[config.mk]
export PLATFORM = sky130hd
export DESIGN_NAME = tiadc_merge
export DESIGN_NICKNAME = d
export VERILOG_FILES = /design/src/rtl/tiadc_pkg.sv /design/src/rtl/tiadc_round_sat.sv /design/src/rtl/tiadc_lane.sv /design/src/rtl/tiadc_merge.sv
export SDC_FILE = /design/constraint.sdc
export NUM_CORES = 1
export LEC_CHECK = 0
export BUFFER_PORTS_ARGS = -buffer_cell sky130_fd_sc_hd__clkbuf_2
export CORE_ASPECT_RATIO = 1.5
export CORE_MARGIN = 2
export CORE_UTILIZATION = 64
export CTS_CLUSTER_DIAMETER = 50
export DETAILED_ROUTE_END_ITERATION = 10
export MAX_ROUTING_LAYER = met4
export PLACE_DENSITY = 0.83
export SLEW_MARGIN = 10
export SYNTH_ARGS = -nofsm -noshare
export SYNTH_HDL_FRONTEND = slang
export SYNTH_SLANG_ARGS = --single-unit
[constraint.sdc]
create_clock -name clk -period 7.1 [get_ports clk]
set_clock_uncertainty 0.05 [all_clocks]
set_input_delay 1.42 -clock clk [delete_from_list [all_inputs] [get_ports clk]]
set_output_delay 1.42 -clock clk [all_outputs]
set_load 0.02 [all_outputs]
[src/rtl/tiadc_pkg.sv]
package tiadc_pkg;

    localparam int NLANE         = 2;
    localparam int LANE_A        = 0;
    localparam int LANE_B        = 1;
    localparam int PIPE_DEPTH    = 3;

    localparam int DEF_SAMPLE_W  = 12;
    localparam int DEF_GAIN_W    = 16;
    localparam int DEF_GAIN_FRAC = 14;
    localparam int DEF_OFFS_W    = 8;

    typedef struct packed {
        logic [PIPE_DEPTH-1:0] vld;
    } merge_state_t;

endpackage

[src/rtl/tiadc_round_sat.sv]
module tiadc_round_sat #(
    parameter int PROD_W    = 30,
    parameter int GAIN_FRAC = tiadc_pkg::DEF_GAIN_FRAC,
    parameter int SAMPLE_W  = tiadc_pkg::DEF_SAMPLE_W
) (
    input  logic [PROD_W-1:0]   prod,
    output logic [SAMPLE_W-1:0] result
);
    localparam int RND_W = PROD_W + 1;
    localparam logic signed [RND_W-1:0] HALF = RND_W'(1) << (GAIN_FRAC - 1);
    localparam logic signed [RND_W-1:0] MAXV = (RND_W'(1) << (SAMPLE_W - 1)) - RND_W'(1);
    localparam logic signed [RND_W-1:0] MINV = -(RND_W'(1) << (SAMPLE_W - 1));

    logic signed [RND_W-1:0] rnd;
    logic signed [RND_W-1:0] scaled;

    always_comb begin
        rnd    = $signed({prod[PROD_W-1], prod}) + HALF;
        scaled = rnd >>> GAIN_FRAC;
        if (scaled > MAXV)
            result = MAXV[SAMPLE_W-1:0];
        else if (scaled < MINV)
            result = MINV[SAMPLE_W-1:0];
        else
            result = scaled[SAMPLE_W-1:0];
    end

endmodule

[src/rtl/tiadc_lane.sv]
module tiadc_lane #(
    parameter int SAMPLE_W  = tiadc_pkg::DEF_SAMPLE_W,
    parameter int GAIN_W    = tiadc_pkg::DEF_GAIN_W,
    parameter int GAIN_FRAC = tiadc_pkg::DEF_GAIN_FRAC,
    parameter int OFFS_W    = tiadc_pkg::DEF_OFFS_W
) (
    input  logic                clk,
    input  logic                rst_n,
    input  logic [2:0]          stage_en,
    input  logic [SAMPLE_W-1:0] sample,
    input  logic [GAIN_W-1:0]   gain,
    input  logic [OFFS_W-1:0]   offs,
    output logic [SAMPLE_W-1:0] corr
);
    localparam int SUM_W  = ((SAMPLE_W > OFFS_W) ? SAMPLE_W : OFFS_W) + 1;
    localparam int PROD_W = SUM_W + GAIN_W + 1;
    localparam logic [GAIN_W-1:0] UNITY = GAIN_W'(1) << GAIN_FRAC;

    typedef struct packed {
        logic [SUM_W-1:0]    sum;
        logic [GAIN_W-1:0]   gain;
        logic [PROD_W-1:0]   prod;
        logic [SAMPLE_W-1:0] corr;
    } lane_state_t;

    lane_state_t st_d, st_q;
    logic [SAMPLE_W-1:0] rs_out;

    tiadc_round_sat #(
        .PROD_W    (PROD_W),
        .GAIN_FRAC (GAIN_FRAC),
        .SAMPLE_W  (SAMPLE_W)
    ) i_round_sat (
        .prod   (st_q.prod),
        .result (rs_out)
    );

    always_comb begin
        st_d = st_q;
        if (stage_en[0]) begin
            st_d.sum  = SUM_W'($signed(sample)) + SUM_W'($signed(offs));
            st_d.gain = gain;
        end
        if (stage_en[1]) begin
            st_d.prod = PROD_W'($signed(st_q.sum))
                      * $signed({{(PROD_W-GAIN_W){1'b0}}, st_q.gain});
        end
        if (stage_en[2]) begin
            st_d.corr = rs_out;
        end
    end

    always_ff @(posedge clk) begin
        if (!rst_n) st_q <= '0;
        else        st_q <= st_d;
    end

    assign corr = st_q.corr;

    // unity gain and zero trim pass a sample through unchanged
    assert_unity_pass_R10: assert property (@(posedge clk) disable iff (!rst_n)
        (stage_en[0] && gain == UNITY && offs == '0) |=> ##2 (corr == $past(sample, 3)));

endmodule

[src/rtl/tiadc_merge.sv]
module tiadc_merge
    import tiadc_pkg::*;
#(
    parameter int SAMPLE_W  = DEF_SAMPLE_W,
    parameter int GAIN_W    = DEF_GAIN_W,
    parameter int GAIN_FRAC = DEF_GAIN_FRAC,
    parameter int OFFS_W    = DEF_OFFS_W
) (
    input  logic                      clk,
    input  logic                      rst_n,
    input  logic [SAMPLE_W-1:0]       a_sample,
    input  logic                      a_valid,
    input  logic [SAMPLE_W-1:0]       b_sample,
    input  logic                      b_valid,
    input  logic [GAIN_W-1:0]         a_gain,
    input  logic [GAIN_W-1:0]         b_gain,
    input  logic [OFFS_W-1:0]         a_offset,
    input  logic [OFFS_W-1:0]         b_offset,
    output logic [NLANE*SAMPLE_W-1:0] merged_data,
    output logic                      merged_valid
);
    merge_state_t st_d, st_q;
    logic         pair_ok;

    logic [SAMPLE_W-1:0] lane_smp  [NLANE];
    logic [GAIN_W-1:0]   lane_gain [NLANE];
    logic [OFFS_W-1:0]   lane_offs [NLANE];
    logic [SAMPLE_W-1:0] lane_corr [NLANE];

    assign pair_ok = a_valid & b_valid;

    assign lane_smp[LANE_A]  = a_sample;
    assign lane_smp[LANE_B]  = b_sample;
    assign lane_gain[LANE_A] = a_gain;
    assign lane_gain[LANE_B] = b_gain;
    assign lane_offs[LANE_A] = a_offset;
    assign lane_offs[LANE_B] = b_offset;

    always_comb begin
        st_d     = st_q;
        st_d.vld = {st_q.vld[PIPE_DEPTH-2:0], pair_ok};
    end

    always_ff @(posedge clk) begin
        if (!rst_n) st_q <= '0;
        else        st_q <= st_d;
    end

    for (genvar g = 0; g < NLANE; g++) begin : g_lane
        tiadc_lane #(
            .SAMPLE_W  (SAMPLE_W),
            .GAIN_W    (GAIN_W),
            .GAIN_FRAC (GAIN_FRAC),
            .OFFS_W    (OFFS_W)
        ) i_lane (
            .clk      (clk),
            .rst_n    (rst_n),
            .stage_en ({st_q.vld[1:0], pair_ok}),
            .sample   (lane_smp[g]),
            .gain     (lane_gain[g]),
            .offs     (lane_offs[g]),
            .corr     (lane_corr[g])
        );
        assign merged_data[g*SAMPLE_W +: SAMPLE_W] = lane_corr[g];
    end

    assign merged_valid = st_q.vld[PIPE_DEPTH-1];

    // an accepted pair emerges three cycles later
    assert_pair_latency_R2: assert property (@(posedge clk) disable iff (!rst_n)
        (a_valid && b_valid) |=> ##2 merged_valid);

    // a lone strobe yields no output slot
    assert_lone_drop_R3: assert property (@(posedge clk) disable iff (!rst_n)
        (a_valid != b_valid) |=> ##2 !merged_valid);

    // output word holds when no pair is finishing
    assert_hold_idle_R9: assert property (@(posedge clk) disable iff (!rst_n)
        !st_q.vld[1] |=> $stable(merged_data));

endmodule

**Yosys cells after proc, flatten, opt, wreduce, memory -nomap -nowiden**

Cells that the tools add are included.

- Register bits: 145
- Output and inout port bits: 25
- Word-level logic and storage cells: 24

- Add/sub/neg operators: 4
- $mul: 2
- Magnitude comparators: 4
- Mux-type cells: 4
- Bitwise gates (word level): 1

Operator list:

| cell | count |
|---|---|
| $add A30 B15 Y31 const B | 2 |
| $mul A13 B17 Y30 | 2 |
| $mux W12 | 4 |
| $gt A17 B12 Y1 const B | 2 |
| $lt A17 B12 Y1 const B | 2 |
| $add A12 B8 Y13 | 2 |
| $and A1 B1 Y1 | 1 |

**Logic depth before layout (Yosys ltp)**

- Depth after elaboration: 4
- Mapped depth: 22
- Gate-level depth less buffers: 22

**Hierarchy**

From an unflattened synthesis, not the netlist that was laid out.

- Cell total of the unflattened synthesis: 2,423
- Area total of the unflattened synthesis: 21,564.4 um2

By module, submodules not included:

| module | times used | cells an instance | area an instance (um2) |
|---|---|---|---|
| tiadc_lane at g_lane[0].i_lane | 1 | 1,143 | 10,291.1 |
| tiadc_lane at g_lane[1].i_lane | 1 | 1,129 | 10,207.3 |
| tiadc_round_sat | 2 | 72 | 489.2 |
| tiadc_merge | 1 | 7 | 87.6 |

**Worst setup path after synthesis**

No wires, ideal clock.

- Kind: flip-flop to flip-flop
- Start: reg g_lane[0].i_lane.st_q[62] (netlist bit)
- End: reg g_lane[0].i_lane.st_q[38] (netlist bit)
- Setup time: 117 ps
- Data arrival time: 5,557 ps
- Required time: 6,933 ps
- Path slack: 1,376 ps
- Cell stages (with the launch flop): 21
- Cell sequence: dfxtp_1 -> clkbuf_1 -> clkbuf_1 -> nand2_1 -> fa_1 -> fa_1 -> inv_1 -> fa_1 -> fa_1 -> fa_1 -> fa_1 -> ha_1 -> and3_1 -> and3_1 -> nand3_1 -> o2111ai_2 -> a41oi_2 -> o21ai_2 -> a21oi_1 -> nand2b_1 -> a32o_1

- Cells in the longest elaborated chain, start to end: 1

RTL lines:

| item | line | text |
|---|---|---|
| from (decl) | tiadc_lane.sv:26 | `lane_state_t st_d, st_q;` |
| from (signal assigned) | tiadc_lane.sv:55 | `else st_q <= st_d;` |
| $mul A13 B17 Y30 | tiadc_lane.sv:46 | `* $signed({{(PROD_W-GAIN_W){1'b0}}, st_q.gain});` |

Every way passes these cells.
A chain may end at the register's enable or synchronous reset.

**Final worst setup path**

- Start: reg g_lane[0].i_lane.st_q[46] (netlist bit)
- End: reg g_lane[0].i_lane.st_q[38] (netlist bit)

The elaborated chain is that of the path after synthesis.

==> impl_results.md <==
* Antenna-violating nets left at 0
* Delay-heaviest family, CP: adder cells
* Vias in the first global route at 15,893
* Clk buf depth at 2
* Type of origin of the critical path: register
* Post-layout net count at 2,752
* Switch Pwr at approximately 0.75 mW
* Sequential power share at 34.4%
* P_leak at 10.5 nW
* Largest net degree at the start of global routing at a little under 80
* Tot Pwr at 2.32 mW
* Die ar. at 31,100 um2
* RSZ-0062 raised after global routing: no
* Worst Tran Pin Value at 0.942 ns
* CTS tree: built
* Comb power frac at 23.9%
* Setup violators final at 0
* DRC viols at 0
* Dominant cells by area after synthesis: fa_1, ha_1, dfxtp_1, nand2_1, inv_1
* Sinks on Clock Net at 119
* Root Driver: clkbuf_16
* Cell Count, Final, Fillers Out at 2,554
* Via/cell ratio at 5.75
* Rows at 77
* Drt wl/cell at 17.2 um
* Max incr delay on CP at 0.78 ns
* Slew HR at 37.2%
* Gpl congestion at 0.919
* Post-synth design cell area at around 19,000 um2
* Synthesis-to-layout area growth at 6.03%
* Syn_area_per_cell at 8.84 um2
* Core footprint at 29,400 um2
* First-pass GRT wire length at roughly 73 mm
* Most Frequent Cell on Critical Path: fa_1
* Arr. time, crit path at 6.53 ns
* Crit Path Class: reg2reg
* Share of layout cells above drive strength 1 at 7.09%
* PD cells at 115 nW/um2
* R2R Setup Slk at 0.85 ns
* DR pass1 iterations at 9
* Setup bufs post-CTS at 0
* H-tree depth at 4
* Seq/Total Area, Yosys at 12.6%
* Fin crit share at 88.0%
* # diodes at 0
* Cell chain of the critical path: and2_1, fa_1, inv_1, fa_1, inv_1, fa_1, ha_1, fa_1, ha_1, ha_1, nand4_1, o31ai_1, nand3_1, o2111ai_2, a41oi_2, o21ai_2, a21oi_1, nand2b_1, a32o_1
* Max Fclk at around 0.16 GHz
* Yosys Warn Count at 0
* Num CTS Buffers at 17
* Synth Register Bits at approximately 120
* EDFF count, synth at 0
* Hold Crit Class: reg2reg
* Initial antenna violation count at 0
* CTS Hold Bufs at 0
* DP HPWL at roughly 35 mm
* Mapped Cells at 2,146
* CP max-delay cell: o31ai_1
* Crit-path max FO at 14
* Via count at about 15,000
* Peak VDD IR at between 0.0001 and 0.00015 V
* CTS clk-pin slew, worst paths at 0.06 ns
* Library cells used by synthesis at 64
* Initial Util at 64.6%
* Syn_nets at ~2,800
* MaxCap Viol Count at 0
* PortBufs at 100
* Total gr overflow at 0
* Status: finished clean
* Overall routed net length at 43.8 mm
* Die W at around 140 um
* Max Slew Vio Count at 0
* Crit path buf inv count at 2
* Nature of the critical path endpoint: register
* Ys flop type: dfxtp_1
* Internal at 1.56 mW
* Hold_ws at 0.393 ns
* Global Route Usage Sum at 30.7%
* Minimum clock period at 6.25 ns
* Async set or reset register ratio after synthesis at 0%
* Final Hold Viols at 0
* Final TNS setup at 0 ns
* Resized cells post-CTS at 0
* Synth top area share at 32.5%
* Net Sw Frac at 32.5%
* Clk_lat worst skew at 0.44 ns
* Die Ht at around 210 um
* Dpl cells at 2,522
* Yosys top cell by area: fa_1
* CP required at 7.38 ns
* Number of DRC markers in iteration 0 at 798
* I/O pin count at ~100
* Clock share of power at a little over two fifths
==> per-layer routing <==
layer	up-vias	track usage, %	routed length [um]
met5	-	-	0
li1	6693	-	-
met3	210	3.23	1670
met4	0	20.0	2990
met2	484	55.1	24500
met1	7297	30.8	14600
==> state kept, by name (all words and copies together) (netlist names) <==
| register | count |
|---|---|
| g_lane.i_lane.st_q | 92 |
| st_q | 3 |
| g_lane.i_lane.corr | 24 |
==> logic make-up (layout without fill, tap and decap cells) <==
family                   count (synthesis)  count (layout)  synth area share [%]
adder cells (fa/ha/maj)                530             530                  47.1
AO/OA/AOI/OAI                          256             256                  8.91
buffers and inverters                  459             472                  9.57
XOR/XNOR                                68              68                  3.14
flip-flops                             119             119                  12.6
multiplexers                            11              11                 0.580
AND/OR/NAND/NOR                        703             703                  18.1
==> cell usage after synthesis, drive strengths merged (10+ instances only) <==
| cell | instances |
|---|---|
| xnor2 | 43 |
| and3 | 10 |
| a21oi | 64 |
| xor2 | 25 |
| inv | 333 |
| nand4 | 10 |
| a221o | 10 |
| and2 | 188 |
| nand3 | 29 |
| fa | 308 |
| ha | 222 |
| a21boi | 40 |
| dfxtp | 119 |
| o21ai | 67 |
| a21o | 21 |
| buf | 31 |
| nand2b | 19 |
| clkbuf | 95 |
| nor2b | 40 |
| nand2 | 350 |
| nor2 | 29 |
| mux2i | 11 |
==> worst min-delay path, stage by stage, from the launching register on <==
cell	delay [ns]
dfxtp_1	0.31
nand2_1	0.05
nand2_1	0.04
==> placed cells by master, fill, tap and decap left out, drive strengths merged, types with 7 or more instances in the layout <==
cell type,instances
nor2,29
a21boi,40
ha,222
a31oi,8
nor2b,40
nand2b,19
nand4,10
clkbuf,118
o31ai,8
buf,7
clkinv,7
nand3,29
and2,188
a21oi,64
fa,308
o21ai,67
a221o,10
a21o,21
dfxtp,119
mux2i,11
nand2,350
inv,334
and3,10
xor2,25
xnor2,43
==> worst paths after layout <==
kind | endpoint | from | cells after the start
worst max register to register | g_lane[0].i_lane.st_q[38] | g_lane[0].i_lane.st_q[46] | 19
worst max-delay path | g_lane[0].i_lane.st_q[38] | g_lane[0].i_lane.st_q[46] | 19
worst min register to register | g_lane[0].i_lane.corr[0] | g_lane[0].i_lane.corr[0] | 2
worst min-delay path | g_lane[0].i_lane.corr[0] | g_lane[0].i_lane.corr[0] | 2
==> per-stage QoR <==
| step | setup WS, ns | utilization (%) | instance area [um2] |
|---|---|---|---|
| 2_1_floorplan | 1.38 | - | 19000 |
| 3_3_place_gp | 1.04 | 66.3 | 19500 |
| 3_5_place_dp | 0.902 | 66.3 | 19500 |
| 4_1_cts | 0.876 | 68.5 | 20100 |
| 5_1_grt | 0.598 | 68.5 | 20100 |
| 6_report | 0.850 | 68.5 | 20100 |
==> area by class of cell <==
cell class              instances  area [um2]
multi-input cells            1568       14800
fillers                      2256        9260
flip-flops and latches        119        2380
inverters                     333        1250
repair buffers                107         553
well taps                     395         494
clock buffers                  18         429
clock inverters                14         224
==> power groups by stage <==
| stage | clock [mW] | sequential [mW] | combinational [mW] |
|---|---|---|---|
| 2_1_floorplan | 0 | 0.733 | 0.450 |
| 3_3_place_gp | 0 | 0.804 | 0.531 |
| 3_5_place_dp | 0 | 0.807 | 0.553 |
| 4_1_cts | 0.973 | 0.793 | 0.560 |
| 5_1_grt | 1.00 | 0.803 | 0.634 |
| 6_report | 0.967 | 0.797 | 0.554 |
Note: power is estimated with default switching activity, not from simulation.
